===== config.mk =====
export PLATFORM = sky130hd
export DESIGN_NAME = thermal_spare_mgr
export DESIGN_NICKNAME = d
export VERILOG_FILES = /design/src/rtl/tsm_pkg.sv /design/src/rtl/tsm_thresh.sv /design/src/rtl/tsm_pick.sv /design/src/rtl/tsm_wake_timer.sv /design/src/rtl/thermal_spare_mgr.sv
export SDC_FILE = /design/constraint.sdc
export NUM_CORES = 1
export LEC_CHECK = 0
export BUFFER_PORTS_ARGS = -buffer_cell sky130_fd_sc_hd__buf_2
export CORE_MARGIN = 3
export CORE_UTILIZATION = 61
export DETAILED_ROUTE_END_ITERATION = 12
export PLACE_DENSITY = 0.88
export SLEW_MARGIN = 10
export SYNTH_ARGS = -nofsm -noshare
export SYNTH_HDL_FRONTEND = slang
export SYNTH_SLANG_ARGS = --single-unit

===== constraint.sdc =====
create_clock -name clk -period 5.7 [get_ports clk]
set_clock_uncertainty 0.05 [all_clocks]
set_input_delay 0.285 -clock clk [delete_from_list [all_inputs] [get_ports clk]]
set_output_delay 0.285 -clock clk [all_outputs]
set_load 0.03 [all_outputs]

===== src/rtl/tsm_pkg.sv =====
package tsm_pkg;

  typedef enum logic [2:0] {
    CS_ACTIVE,
    CS_HOT,
    CS_COLD,
    CS_WAKE,
    CS_JOIN,
    CS_DRAIN,
    CS_COOL
  } core_state_e;

  typedef enum logic [1:0] {
    CT_IDLE,
    CT_WAKE,
    CT_MIGR
  } ctl_state_e;

endpackage


===== src/rtl/tsm_thresh.sv =====
module tsm_thresh #(
  parameter int TW = 8
) (
  input  logic [TW-1:0] t_ss_i,
  input  logic [TW-1:0] t_act_i,
  input  logic [TW-1:0] t_thr_i,
  output logic [TW-1:0] act_eff_o
);

  // keep the activation level strictly inside (steady-state, throttle)
  always_comb begin
    if (t_act_i <= t_ss_i) begin
      act_eff_o = t_ss_i + 1'b1;
    end else if (t_act_i >= t_thr_i) begin
      act_eff_o = t_thr_i - 1'b1;
    end else begin
      act_eff_o = t_act_i;
    end
  end

endmodule


===== src/rtl/tsm_pick.sv =====
module tsm_pick #(
  parameter int N = 4
) (
  input  logic [N-1:0] req_i,
  output logic [N-1:0] gnt_o,
  output logic         any_o
);

  // lowest index wins
  always_comb begin
    logic taken;
    taken = 1'b0;
    gnt_o = '0;
    for (int i = 0; i < N; i++) begin
      if (req_i[i] && !taken) begin
        gnt_o[i] = 1'b1;
        taken    = 1'b1;
      end
    end
    any_o = taken;
  end

endmodule


===== src/rtl/tsm_wake_timer.sv =====
module tsm_wake_timer #(
  parameter int DW = 8
) (
  input  logic          clk,
  input  logic          rst_n,
  input  logic          load_i,
  input  logic [DW-1:0] load_val_i,
  output logic          done_o
);

  logic [DW-1:0] cnt_q;
  logic [DW-1:0] cnt_d;
  logic          cnt_en;

  assign cnt_en = load_i || (cnt_q != '0);

  always_comb begin
    cnt_d = cnt_q;
    if (load_i) begin
      cnt_d = load_val_i;
    end else if (cnt_q != '0) begin
      cnt_d = cnt_q - 1'b1;
    end
  end

  always_ff @(posedge clk or negedge rst_n) begin
    if (!rst_n) begin
      cnt_q <= '0;
    end else if (cnt_en) begin
      cnt_q <= cnt_d;
    end
  end

  assign done_o = (cnt_q == '0);

  AST_WAKE_COUNT: assert property (@(posedge clk) disable iff (!rst_n)
    (!load_i && !done_o) |=> (cnt_q == $past(cnt_q) - 1'b1));

endmodule


===== src/rtl/thermal_spare_mgr.sv =====
module thermal_spare_mgr
  import tsm_pkg::*;
#(
  parameter int          NCORE     = 4,
  parameter int          TW        = 8,
  parameter int          DW        = 8,
  parameter logic [NCORE-1:0] HOT_MASK  = 4'b0100,
  parameter logic [NCORE-1:0] COLD_MASK = 4'b1000
) (
  input  logic                clk,
  input  logic                rst_n,
  input  logic [NCORE*TW-1:0] temp_i,
  input  logic [TW-1:0]       t_ss_i,
  input  logic [TW-1:0]       t_act_i,
  input  logic [TW-1:0]       t_thr_i,
  input  logic [DW-1:0]       wake_dly_i,
  input  logic                mig_done_i,
  output logic [NCORE-1:0]    no_new_o,
  output logic [NCORE-1:0]    pwr_en_o,
  output logic [NCORE-1:0]    clk_en_o,
  output logic [NCORE-1:0]    mig_src_o,
  output logic [NCORE-1:0]    mig_dst_o,
  output logic [NCORE-1:0]    throttle_o
);

  core_state_e     st_q [NCORE];
  core_state_e     st_d [NCORE];
  ctl_state_e      ctl_q, ctl_d;
  logic [NCORE-1:0] flag_q, flag_d;
  logic [TW-1:0]   tmp [NCORE];
  logic [TW-1:0]   act_eff;

  logic [NCORE-1:0] crisis, is_hot, is_cold;
  logic [NCORE-1:0] src_g, hot_g, cold_g;
  logic             src_any, hot_any, cold_any;
  logic             start, wake_load, wake_done;

  genvar g;
  generate
    for (g = 0; g < NCORE; g++) begin : g_core
      assign tmp[g]     = temp_i[g*TW +: TW];
      assign crisis[g]  = (st_q[g] == CS_ACTIVE) && (tmp[g] >= act_eff);
      assign is_hot[g]  = (st_q[g] == CS_HOT);
      assign is_cold[g] = (st_q[g] == CS_COLD);

      assign no_new_o[g]   = (st_q[g] != CS_ACTIVE) || flag_q[g];
      assign pwr_en_o[g]   = (st_q[g] != CS_COLD);
      assign clk_en_o[g]   = (st_q[g] == CS_ACTIVE) || (st_q[g] == CS_JOIN) ||
                             (st_q[g] == CS_DRAIN);
      assign mig_src_o[g]  = (ctl_q == CT_MIGR) && (st_q[g] == CS_DRAIN);
      assign mig_dst_o[g]  = (ctl_q == CT_MIGR) && (st_q[g] == CS_JOIN);
      assign throttle_o[g] = crisis[g] && !hot_any && !cold_any;

      // sticky over-threshold flag of a working core
      always_comb begin
        if (crisis[g]) begin
          flag_d[g] = 1'b1;
        end else if ((st_q[g] != CS_ACTIVE) || (tmp[g] < t_ss_i)) begin
          flag_d[g] = 1'b0;
        end else begin
          flag_d[g] = flag_q[g];
        end
      end

      always_ff @(posedge clk or negedge rst_n) begin
        if (!rst_n) begin
          if (HOT_MASK[g]) begin
            st_q[g] <= CS_HOT;
          end else if (COLD_MASK[g]) begin
            st_q[g] <= CS_COLD;
          end else begin
            st_q[g] <= CS_ACTIVE;
          end
          flag_q[g] <= 1'b0;
        end else begin
          st_q[g]   <= st_d[g];
          flag_q[g] <= flag_d[g];
        end
      end

      AST_PWR_BEFORE_CLK: assert property (@(posedge clk) disable iff (!rst_n)
        $rose(clk_en_o[g]) |-> $past(pwr_en_o[g]));
    end
  endgenerate

  tsm_thresh #(.TW(TW)) u_thresh (
    .t_ss_i   (t_ss_i),
    .t_act_i  (t_act_i),
    .t_thr_i  (t_thr_i),
    .act_eff_o(act_eff)
  );

  tsm_pick #(.N(NCORE)) u_pick_src (.req_i(crisis),  .gnt_o(src_g),  .any_o(src_any));
  tsm_pick #(.N(NCORE)) u_pick_hot (.req_i(is_hot),  .gnt_o(hot_g),  .any_o(hot_any));
  tsm_pick #(.N(NCORE)) u_pick_cld (.req_i(is_cold), .gnt_o(cold_g), .any_o(cold_any));

  assign start     = (ctl_q == CT_IDLE) && src_any && (hot_any || cold_any);
  assign wake_load = start && !hot_any;

  tsm_wake_timer #(.DW(DW)) u_wake (
    .clk       (clk),
    .rst_n     (rst_n),
    .load_i    (wake_load),
    .load_val_i(wake_dly_i),
    .done_o    (wake_done)
  );

  // next-state for controller and per-core states
  always_comb begin
    ctl_d = ctl_q;
    for (int i = 0; i < NCORE; i++) begin
      st_d[i] = st_q[i];
      if ((st_q[i] == CS_COOL) && (tmp[i] < t_ss_i)) begin
        st_d[i] = CS_HOT;
      end
    end
    case (ctl_q)
      CT_IDLE: begin
        if (start) begin
          ctl_d = hot_any ? CT_MIGR : CT_WAKE;
          for (int i = 0; i < NCORE; i++) begin
            if (src_g[i]) st_d[i] = CS_DRAIN;
            if (hot_any && hot_g[i]) st_d[i] = CS_JOIN;
            if (!hot_any && cold_g[i]) st_d[i] = CS_WAKE;
          end
        end
      end
      CT_WAKE: begin
        if (wake_done) begin
          ctl_d = CT_MIGR;
          for (int i = 0; i < NCORE; i++) begin
            if (st_q[i] == CS_WAKE) st_d[i] = CS_JOIN;
          end
        end
      end
      CT_MIGR: begin
        if (mig_done_i) begin
          ctl_d = CT_IDLE;
          for (int i = 0; i < NCORE; i++) begin
            if (st_q[i] == CS_DRAIN) st_d[i] = CS_COOL;
            if (st_q[i] == CS_JOIN)  st_d[i] = CS_ACTIVE;
          end
        end
      end
      default: ctl_d = CT_IDLE;
    endcase
  end

  always_ff @(posedge clk or negedge rst_n) begin
    if (!rst_n) begin
      ctl_q <= CT_IDLE;
    end else begin
      ctl_q <= ctl_d;
    end
  end

  AST_SRC_DST_PAIR: assert property (@(posedge clk) disable iff (!rst_n)
    ((|mig_src_o) == (|mig_dst_o)) && $onehot0(mig_src_o) && $onehot0(mig_dst_o));
  AST_DONE_IDLE: assert property (@(posedge clk) disable iff (!rst_n)
    ((ctl_q == CT_MIGR) && mig_done_i) |=> ((ctl_q == CT_IDLE) && (mig_src_o == '0)));
  AST_SRC_NO_NEW: assert property (@(posedge clk) disable iff (!rst_n)
    ((mig_src_o & ~no_new_o) == '0));
  AST_ACT_WINDOW: assert property (@(posedge clk) disable iff (!rst_n)
    ({1'b0, t_thr_i} > {1'b0, t_ss_i} + 2'd1) |-> ((act_eff > t_ss_i) && (act_eff < t_thr_i)));

endmodule


==> run_results.csv, run 1 <==
group,metric,value,unit
finish,drive_gt1_frac,0.195,
global_routing,antenna_found_initial,0,
finish,final_common_cell,"buf_2",
worst_setup_path,crit_type,"primary input to register",
floorplanning,fp.dieH,88.7,um
placed_design,portBuffers,90,
placed_design,routabilityCongestion,0.943,
job,max_cap_viol_count,0,
finish,fin_util,0.730,
worst_setup_path,crit_path_max_fanout,11,
yosys,syn-num-nets,681,
cts,clk_path_buf_depth,2,
cts,clk_latency,290,ps
sta,tns,0,ps
hold_path,hold_class,"primary input to register",
power_and_ir_drop,power_frac_seq,0.243,
drt,via_per_inst,6.38,
finish,syn2layout_area_growth,13.7,%
sta,slew_headroom,0.467,
floorplanning,num_rows,29,
yosys,synth_area_per_cell,7.74,um2
cts,post_cts_buffers,0,
floorplanning,core,6490,um2
worst_setup_path,worstSetupEndpointType,"register",
drt,drt_iter0_markers,433,
placed_design,placed_cell_area,4660,um2
sta,setup_violations,0,
drt,wl,11700,um
floorplanning,die_w,88.7,um
sta,worst_pin_slew,789,ps
global_routing,grt_pass1_vias,4097,
drt,dr.pass1.iters,6,
sta,hold_viol,0,
cts,cts_tree,"yes",
yosys,ys_seq_area_frac,0.157,
power_and_ir_drop,switching_power,0.839,mW
drt,drc,0,
drt,vias,4448,
global_routing,grt_overflow,0,
power_and_ir_drop,comb_power_share,0.659,
finish,final_nets,763,
yosys,synth_cell_types,72,
global_routing,grt_pass1_wl,18800,um
worst_setup_path,cp.arrival,4930,ps
power_and_ir_drop,p_int,0.773,mW
yosys,synthFlopType,"dfrtp_1",
power_and_ir_drop,ir_drop,0.000249,V
yosys,yosys_warnings,0,
power_and_ir_drop,switching_share,0.521,
worst_setup_path,slowest_delay,520,ps
sta,max_freq,208,MHz
cts,clk_pin_slew,90,ps
sta,period_needed,4820,ps
worst_setup_path,cpMaxStageDelayCell,"o21ai_0",
placed_design,pre_cts_slack,614,ps
yosys,ys_seq_elements,26,
worst_setup_path,cp_top_family,"compound AO/OA/AOI/OAI gates",
sta,worst_slack,882,ps
status,status,"finished clean",
placed_design,dpl.hpwl,9580,um
finish,n_antenna_cell,0,
floorplanning,dieArea,7860,um2
cts,cts_sinks,26,
finish,final_cells,697,
finish,most-common-layout-cells,"90 x buf_2, 75 x ha_1, 45 x nand2_1, 43 x a21oi_1, 41 x nor2_1",
floorplanning,start_util,0.642,
sta,rsz0062_at_grt,"false",
power_and_ir_drop,power.total,1.61,mW
worst_setup_path,worst-path-buf-inv,2,
worst_setup_path,crit_chain,"buf_2 > inv_1 > ha_1 > and4b_1 > a211oi_4 > o22ai_1 > o21ai_0 > ha_1 > nand2b_1 > a21o_1 > a311o_1 > a31o_2 > a31oi_1 > a2bb2oi_2 > and4_4 > nand2b_1 > mux2_2",
yosys,synthCells,539,
finish,seqCellArea,653,um2
sta,worst_hold_slack,167,ps
global_routing,grt_use_total,0.298,
yosys,synth_edf_count,0,
power_and_ir_drop,p_per_area,340,nW/um2
drt,antenna_left,0,
placed_design,dp_cells,692,
cts,cts_inserted_buffers,3,
worst_setup_path,required,5820,ps
worst_setup_path,start_kind,"primary input",
global_routing,grt_max_degree,27,
drt,wl_per_cell,16.9,um
yosys,netlist_area,4170,um2
sta,period_share,0.845,
power_and_ir_drop,clockPowerShare,0.098,
finish,multi_input_area,3270,um2
finish,fill_cells,550,
floorplanning,io_pins,91,
finish,final_cell_area,4740,um2
power_and_ir_drop,leakage,2.35,nW
cts,cts-root-buf,"clkbuf_8",
cts,htreeDepth,1,
sta,slew_violations,0,
yosys,async_flop_share,1.00,
power groups by stage:
stage          sequential, mW  combinational (mW)  clock, mW
6_report                0.391                1.06      0.158
3_5_place_dp            0.391                1.04          0
4_1_cts                 0.388                1.05      0.157
3_3_place_gp            0.385               0.999          0
2_1_floorplan           0.307               0.848          0
5_1_grt                 0.408                1.17      0.168
path summary, 6_finish.rpt:
check / start / endpoint / slack, ps / cells past startpoint
min reg2reg: flag_q[3]$_DFFE_PN0P_ / flag_q[3]$_DFFE_PN0P_ / 500 / 2
min: wake_dly_i[1] / u_wake.cnt_q[1]$_DFFE_PN0P_ / 170 / 2
min in group asynchronous: rst_n / st_q[0]$_DFF_PN0_ / 490 / 2
max in group asynchronous: rst_n / u_wake.cnt_q[7]$_DFFE_PN0P_ / 4690 / 2
max: t_ss_i[2] / u_wake.cnt_q[3]$_DFFE_PN0P_ / 880 / 17
max reg2reg: st_q[8]$_DFF_PN0_ / u_wake.cnt_q[3]$_DFFE_PN0P_ / 2300 / 9
cell type report:
| class | instances | area share |
|---|---|---|
| Inverter | 36 | 0.0285 |
| Sequential cell | 26 | 0.138 |
| Multi-Input combinational cell | 456 | 0.690 |
| Timing Repair Buffer | 98 | 0.108 |
| Tap cell | 77 | 0.0203 |
| Clock inverter | 1 | 0.00633 |
| Clock buffer | 3 | 0.00871 |
kinds of logic (layout without fill, tap and decap cells):
| kind of cell | count (synthesis) | after routing | share of synthesized area |
|---|---|---|---|
| simple gates | 193 | 193 | 0.237 |
| compound gates | 158 | 158 | 0.253 |
| fa+ha+maj | 75 | 75 | 0.225 |
| buf+inv | 57 | 138 | 0.0585 |
| flops | 26 | 26 | 0.157 |
| mux | 16 | 16 | 0.0405 |
| xor+xnor | 14 | 14 | 0.0294 |
registers in the layout (all words and copies together), names as in the netlist:
register,count
flag_q,4
ctl_q,2
u_wake.cnt_q,8
st_q,12
Yosys cell counts (all sizes together), types with 4 or more instances:
cell type / number / area, um2
a211oi: 5 / 50.1
a21o: 14 / 105
a21oi: 44 / 224
a31oi: 10 / 68.8
and2: 5 / 31.3
and3: 10 / 67.6
buf: 8 / 60.1
clkbuf: 13 / 48.8
dfrtp: 24 / 601
ha: 75 / 938
inv: 36 / 135
mux2: 7 / 78.8
mux2i: 9 / 90.1
nand2: 45 / 169
nand2b: 16 / 100
nand3: 19 / 95.1
nand4: 6 / 37.5
nor2: 41 / 154
nor2b: 6 / 37.5
nor3: 20 / 105
o21a: 7 / 52.6
o21ai: 35 / 175
o22ai: 4 / 25.0
o31ai: 4 / 30.0
or3: 6 / 37.5
xnor2: 12 / 105
per-layer routing:
metal / share of wire / routed length [um] / GRT usage / vias to the layer above
li1: - / - / - / 2152
met3: 0.077 / 908 / 0.0438 / 40
met4: 0.027 / 316 / 0.0687 / 0
met1: 0.44 / 5130 / 0.411 / 2041
met2: 0.46 / 5390 / 0.491 / 215
met5: 0 / 0 / 0 / -
what timing repair did:
item                                   CTS  global route
hold buffers                             1             0
endpoints found under the hold margin   24             0
resized for setup                        0             0
setup endpoints to repair                0             0
Note: power is estimated with default switching activity, not from simulation.
==> inputs of run 2 (changes only) <==
--- a/config.mk
+++ b/config.mk
@@ -7,9 +7,9 @@
 export LEC_CHECK = 0
 export BUFFER_PORTS_ARGS = -buffer_cell sky130_fd_sc_hd__buf_2
 export CORE_MARGIN = 3
-export CORE_UTILIZATION = 61
+export CORE_UTILIZATION = 57
 export DETAILED_ROUTE_END_ITERATION = 12
-export PLACE_DENSITY = 0.88
+export PLACE_DENSITY = 0.83
 export SLEW_MARGIN = 10
 export SYNTH_ARGS = -nofsm -noshare
 export SYNTH_HDL_FRONTEND = slang
==> constraint.sdc (replaced) <==
create_clock -name clk -period 5.04 [get_ports clk]
set_clock_uncertainty 0.05 [all_clocks]
set_input_delay 0.252 -clock clk [delete_from_list [all_inputs] [get_ports clk]]
set_output_delay 0.252 -clock clk [all_outputs]
set_load 0.03 [all_outputs]
==> run_results.csv, run 2 (synthesized netlist as in run 1, its figures left out) <==
group,metric,value,unit
sta,worst_hold_slack,137,ps
sta,period_needed,4610,ps
cts,cts_sinks,26,
sta,period_share,0.914,
finish,syn2layout_area_growth,14.6,%
power_and_ir_drop,p_int,0.840,mW
global_routing,busiest_layer,"met2",
power_and_ir_drop,power.total,1.77,mW
cts,clk_path_buf_depth,2,
placed_design,routabilityCongestion,0.922,
floorplanning,dieArea,8380,um2
sta,worst_pin_slew,804,ps
finish,largest_reg_flops,12,
finish,final_nets,767,
finish,multi_input_area,3270,um2
worst_setup_path,cp.arrival,4720,ps
power_and_ir_drop,switching_power,0.929,mW
global_routing,grt_pass1_wl,19000,um
worst_setup_path,crit_start,"t_act_i[0]",
drt,wl,11500,um
drt,drc,0,
floorplanning,fp.dieH,91.5,um
power_and_ir_drop,p_per_area,370,nW/um2
hold_path,hold_class,"primary input to register",
power_and_ir_drop,ir_drop,0.000309,V
global_routing,grt_use_total,0.270,
placed_design,portBuffers,90,
cts,cts_tree,"yes",
global_routing,grt_overflow,0,
power_and_ir_drop,switching_share,0.525,
floorplanning,start_util,0.601,
floorplanning,io_pins,91,
sta,setup_violations,0,
worst_setup_path,crit_type,"primary input to register",
drt,via_per_inst,6.14,
drt,antenna_left,0,
global_routing,antenna_found_initial,0,
power_and_ir_drop,leakage,2.36,nW
floorplanning,die_w,91.5,um
sta,max_freq,217,MHz
finish,n_antenna_cell,0,
worst_setup_path,crit_path_max_fanout,11,
cts,htreeDepth,1,
global_routing,grt_pass1_vias,4166,
finish,final_cell_area,4780,um2
sta,tns,0,ps
cts,cts-root-buf,"clkbuf_8",
placed_design,dp_cells,715,
power_and_ir_drop,clockPowerShare,0.079,
finish,final_common_cell,"buf_2",
floorplanning,num_rows,30,
finish,most-common-layout-cells,"90 x buf_2, 75 x ha_1, 45 x nand2_1, 43 x a21oi_1, 41 x nor2_1",
finish,fill_cells,589,
drt,vias,4424,
drt,dr.pass1.iters,6,
drt,drt_iter0_markers,290,
cts,clk_pin_slew,80,ps
sta,slew_violations,0,
cts,cts_inserted_buffers,3,
cts,clk_latency,290,ps
hold_path,hp-start,"wake_dly_i[1]",
cts,cts_resized,0,
power_and_ir_drop,power_frac_seq,0.251,
finish,drive_gt1_frac,0.200,
job,max_cap_viol_count,0,
sta,hold_viol,0,
worst_setup_path,start_kind,"primary input",
placed_design,placed_cell_area,4710,um2
worst_setup_path,required,5150,ps
finish,largest_register,"st_q",
placed_design,dpl.hpwl,9350,um
floorplanning,core,6940,um2
power_and_ir_drop,comb_power_share,0.670,
worst_setup_path,worstSetupEndpointType,"register",
status,status,"finished clean",
global_routing,met2_usage,0.456,
finish,final_cells,720,
global_routing,grt_max_degree,27,
drt,wl_per_cell,16.0,um
worst_setup_path,reg2reg_from,"st_q[8]$_DFF_PN0_",
finish,top_regs,"st_q x12, u_wake.cnt_q x8, flag_q x4",
sta,rsz0062_at_grt,"false",
global_routing,grt_use_met3,0.0398,
global_routing,globalRouteMet1Util,0.371,
sta,slew_headroom,0.457,
finish,seqCellArea,653,um2
run 2: cell types whose count changed in the layout (fill, tap and decap cells not counted), sizes merged:
cell | previous run | this run
buf | 97 | 101
bufinv | 1 | 0
clkbuf | 3 | 4
run 2: layer usage:
layer  wire length [um]  part of all wire
met3                827             0.072
met4                102            0.0089
met1               5210              0.45
met2               5360              0.47
met5                  0                 0
run 2: repair_timing:
item	CTS	global route
setup buffers	0	0
hold endpoints to repair	24	0
endpoints found under the setup margin	0	0
hold buffers	1	0
run 2: path summary, 6_finish.rpt:
path | endpoint | slack (ps) | cells after the start
worst max-delay path | u_wake.cnt_q[2]$_DFFE_PN0P_ | 430 | 20
worst min-delay path | u_wake.cnt_q[1]$_DFFE_PN0P_ | 140 | 2
worst max register to register | u_wake.cnt_q[2]$_DFFE_PN0P_ | 1700 | 9
worst min register to register | flag_q[0]$_DFFE_PN0P_ | 460 | 2
max in group asynchronous | u_wake.cnt_q[6]$_DFFE_PN0P_ | 4080 | 2
min in group asynchronous | st_q[0]$_DFF_PN0_ | 450 | 2
run 2: area by class of cell:
class,instances,area share
flip-flops and latches,26,0.137
well taps,96,0.0251
clock buffers,4,0.0115
repair buffers,102,0.114
inverters,36,0.0283
multi-input cells,456,0.685
run 2: power by group through the flow:
stage	registers (mW)	logic [mW]	clock network (mW)
final	0.443	1.19	0.140
after floorplan	0.347	0.959	0
after detailed placement	0.441	1.17	0
after global placement	0.437	1.13	0
after CTS	0.437	1.17	0.143
after global routing	0.456	1.32	0.150
run 2: metrics by stage:
stage,setup WS [ps],utilization
3_5_place_dp,212,0.679
4_1_cts,493,0.688
5_1_grt,172,0.688
6_report,432,0.688
2_1_floorplan,522,-
3_3_place_gp,357,0.679
run 2: critical path, cell delays in order:
cell      delay (ps)
buf_2             70
inv_1             50
ha_1             280
nand2b_1         150
a2111o_1         420
a21oi_2          220
buf_4            210
nor2_1            60
a21oi_1          130
nor2_1            50
a21oi_1          370
ha_1             320
and4_1           210
and3_1           210
o2111a_1         150
a31oi_1          210
and3_4           270
and4_4           300
nand2b_1         400
mux2_2           390
==> inputs of run 3 (changes only) <==
--- a/config.mk
+++ b/config.mk
@@ -5,6 +5,7 @@
 export SDC_FILE = /design/constraint.sdc
 export NUM_CORES = 1
 export LEC_CHECK = 0
+export ABC_AREA = 1
 export BUFFER_PORTS_ARGS = -buffer_cell sky130_fd_sc_hd__buf_2
 export CORE_MARGIN = 3
 export CORE_UTILIZATION = 57
==> run_results.csv, run 3 <==
group,metric,value,unit
sta,setup_violations,0,
worst_setup_path,cp.arrival,3630,ps
yosys,syn-num-nets,806,
drt,wl,11700,um
cts,cts_sinks,26,
yosys,synth_top_area_cell,"ha_1",
finish,final_cells,849,
yosys,yosys_warnings,0,
drt,dr_wl_met2,5410,um
placed_design,routabilityCongestion,0.961,
yosys,synthFlopType,"dfrtp_1",
floorplanning,fp.dieH,92.6,um
floorplanning,start_util,0.608,
drt,drt_iter0_markers,269,
finish,largest_register,"st_q",
cts,cts-root-buf,"clkbuf_8",
worst_setup_path,start_kind,"primary input",
cts,post_cts_buffers,0,
cts,clk_path_buf_depth,2,
worst_setup_path,required,4740,ps
yosys,netlist_area,4270,um2
sta,max_freq,255,MHz
worst_setup_path,worstSetupEndpointType,"output pin",
finish,final_cell_area,4870,um2
power_and_ir_drop,p_per_area,134,nW/um2
worst_setup_path,crit_type,"primary input to output pin",
worst_setup_path,crit_path_max_fanout,15,
cts,clk_latency,280,ps
drt,drc,0,
floorplanning,num_rows,30,
floorplanning,core,7020,um2
yosys,synth_area_leaders,"ha_1 22%, dfrtp_1 14%, nand2_1 13%, inv_1 11%, o21ai_0 5.5%",
yosys,synth_most_common_cell,"nand2_1",
sta,period_needed,3930,ps
global_routing,grt_pass1_wl,19200,um
power_and_ir_drop,leakage,2.69,nW
yosys,yosysTopAreaCellShare,0.220,
drt,antenna_left,0,
sta,rsz0062_at_grt,"false",
global_routing,grt_max_degree,27,
finish,n_antenna_cell,0,
drt,via_per_inst,5.54,
sta,worst_pin_slew,872,ps
finish,most-common-layout-cells,"147 x nand2_1, 123 x inv_1, 90 x buf_2, 75 x ha_1, 48 x nor2_1",
power_and_ir_drop,power.total,0.651,mW
yosys,synthCells,664,
global_routing,grt_overflow,0,
placed_design,dpl.hpwl,9670,um
placed_design,dp_cells,844,
placed_design,placed_cell_area,4810,um2
drt,dr.pass1.iters,5,
floorplanning,io_pins,91,
yosys,synth_edf_count,0,
finish,syn2layout_area_growth,13.9,%
drt,met1_length,5380,um
drt,wl_met3,893,um
yosys,synth_cell_types,40,
drt,vias,4703,
yosys,ys_seq_elements,26,
sta,slew_violations,0,
finish,drive_gt1_frac,0.159,
yosys,ys_seq_area_frac,0.153,
finish,largest_reg_flops,12,
global_routing,grt_pass1_vias,4354,
yosys,synth_area_per_cell,6.43,um2
finish,final_common_cell,"nand2_1",
yosys,synth_common_cells,"147 x nand2_1, 123 x inv_1, 75 x ha_1, 48 x nor2_1, 47 x o21ai_0",
finish,top_regs,"st_q x12, u_wake.cnt_q x8, flag_q x4",
floorplanning,die_w,92.6,um
finish,fill_cells,654,
cts,clk_pin_slew,90,ps
cts,cts_inserted_buffers,3,
finish,final_nets,896,
yosys,async_flop_share,1.00,
global_routing,antenna_found_initial,0,
sta,period_share,0.779,
floorplanning,dieArea,8570,um2
status,status,"finished clean",
job,max_cap_viol_count,0,
sta,slew_headroom,0.417,
global_routing,grt_use_total,0.271,
drt,topRoutingLayerUsed,"met4",
drt,wl_per_cell,13.8,um
cts,cts_tree,"yes",
sta,hold_viol,0,
hold_path,hold_class,"primary input to register",
cts,htreeDepth,1,
cts,cts_resized,0,
power_and_ir_drop,ir_drop,0.0000862,V
placed_design,portBuffers,90,
sta,tns,0,ps
## run 3: area by class of cell
cell class	instances	area [um2]	area share
clock buffer	4	45.0	0.00926
inverter	125	469	0.0964
multi-input combinational	507	3120	0.641
sequential	26	653	0.134
tap	96	120	0.0247
timing repair buffer	91	460	0.0946
## run 3: critical path, cell delays in order
cell	delay (ps)
buf_2	120
ha_1	320
a21oi_1	200
o21a_1	210
nand2_1	270
nand2_1	120
o21ai_0	70
o21ai_0	430
ha_1	330
inv_1	50
nand2_1	40
a21oi_1	110
inv_1	60
or2_2	270
nand3_1	80
nand2_1	50
nand2_1	50
nand2_1	60
nand2_1	60
nand2_1	60
nand2_2	160
nor2_1	70
buf_2	180
## run 3: logic make-up after synthesis
kind of cell / after synthesis / share of synthesized area
AOI/OAI and AO/OA: 120 / 0.168
DFF: 26 / 0.153
and+or+nand+nor: 297 / 0.312
buffers and inverters: 131 / 0.117
adders and majority gates: 75 / 0.220
xor gates and xnor gates: 15 / 0.0308
## run 3: what timing repair did
item                       CTS  global route
hold endpoints to repair    24             0
setup endpoints to repair    0             0
hold buffers                 1             0
## run 3: metal layers
metal / vias up / GRT usage
met2: 211 / 0.462
met4: 0 / 0.0359
met1: 2106 / 0.374
li1: 2378 / -
met3: 8 / 0.0357
met5: - / 0
## run 3: where the power goes
| group | switching [mW] | total [mW] | internal (mW) |
|---|---|---|---|
| registers | 0 | 0.209 | 0.209 |
| logic | 0.191 | 0.313 | 0.122 |
| clock network | 0.0731 | 0.130 | 0.0568 |
## run 3: final timing paths
kind	start	slack [ps]	end	cells after the start
max reg2reg	st_q[11]$_DFF_PN0_	2580	u_wake.cnt_q[7]$_DFFE_PN0P_	11
max in group asynchronous	rst_n	4030	u_wake.cnt_q[1]$_DFFE_PN0P_	2
min in group asynchronous	rst_n	480	st_q[2]$_DFF_PN0_	2
min	wake_dly_i[5]	120	u_wake.cnt_q[5]$_DFFE_PN0P_	3
max	t_act_i[7]	1110	throttle_o[2]	23
min reg2reg	flag_q[3]$_DFFE_PN0P_	470	flag_q[3]$_DFFE_PN0P_	2
## run 3: stage by stage
step	setup slack (ps)	util	hold WS [ps]
finish	1110	0.693	116
global route	692	0.693	110
CTS	1140	0.693	116
detailed placement	925	0.685	259
global placement	1090	0.685	251
floorplan	1460	-	-93.6
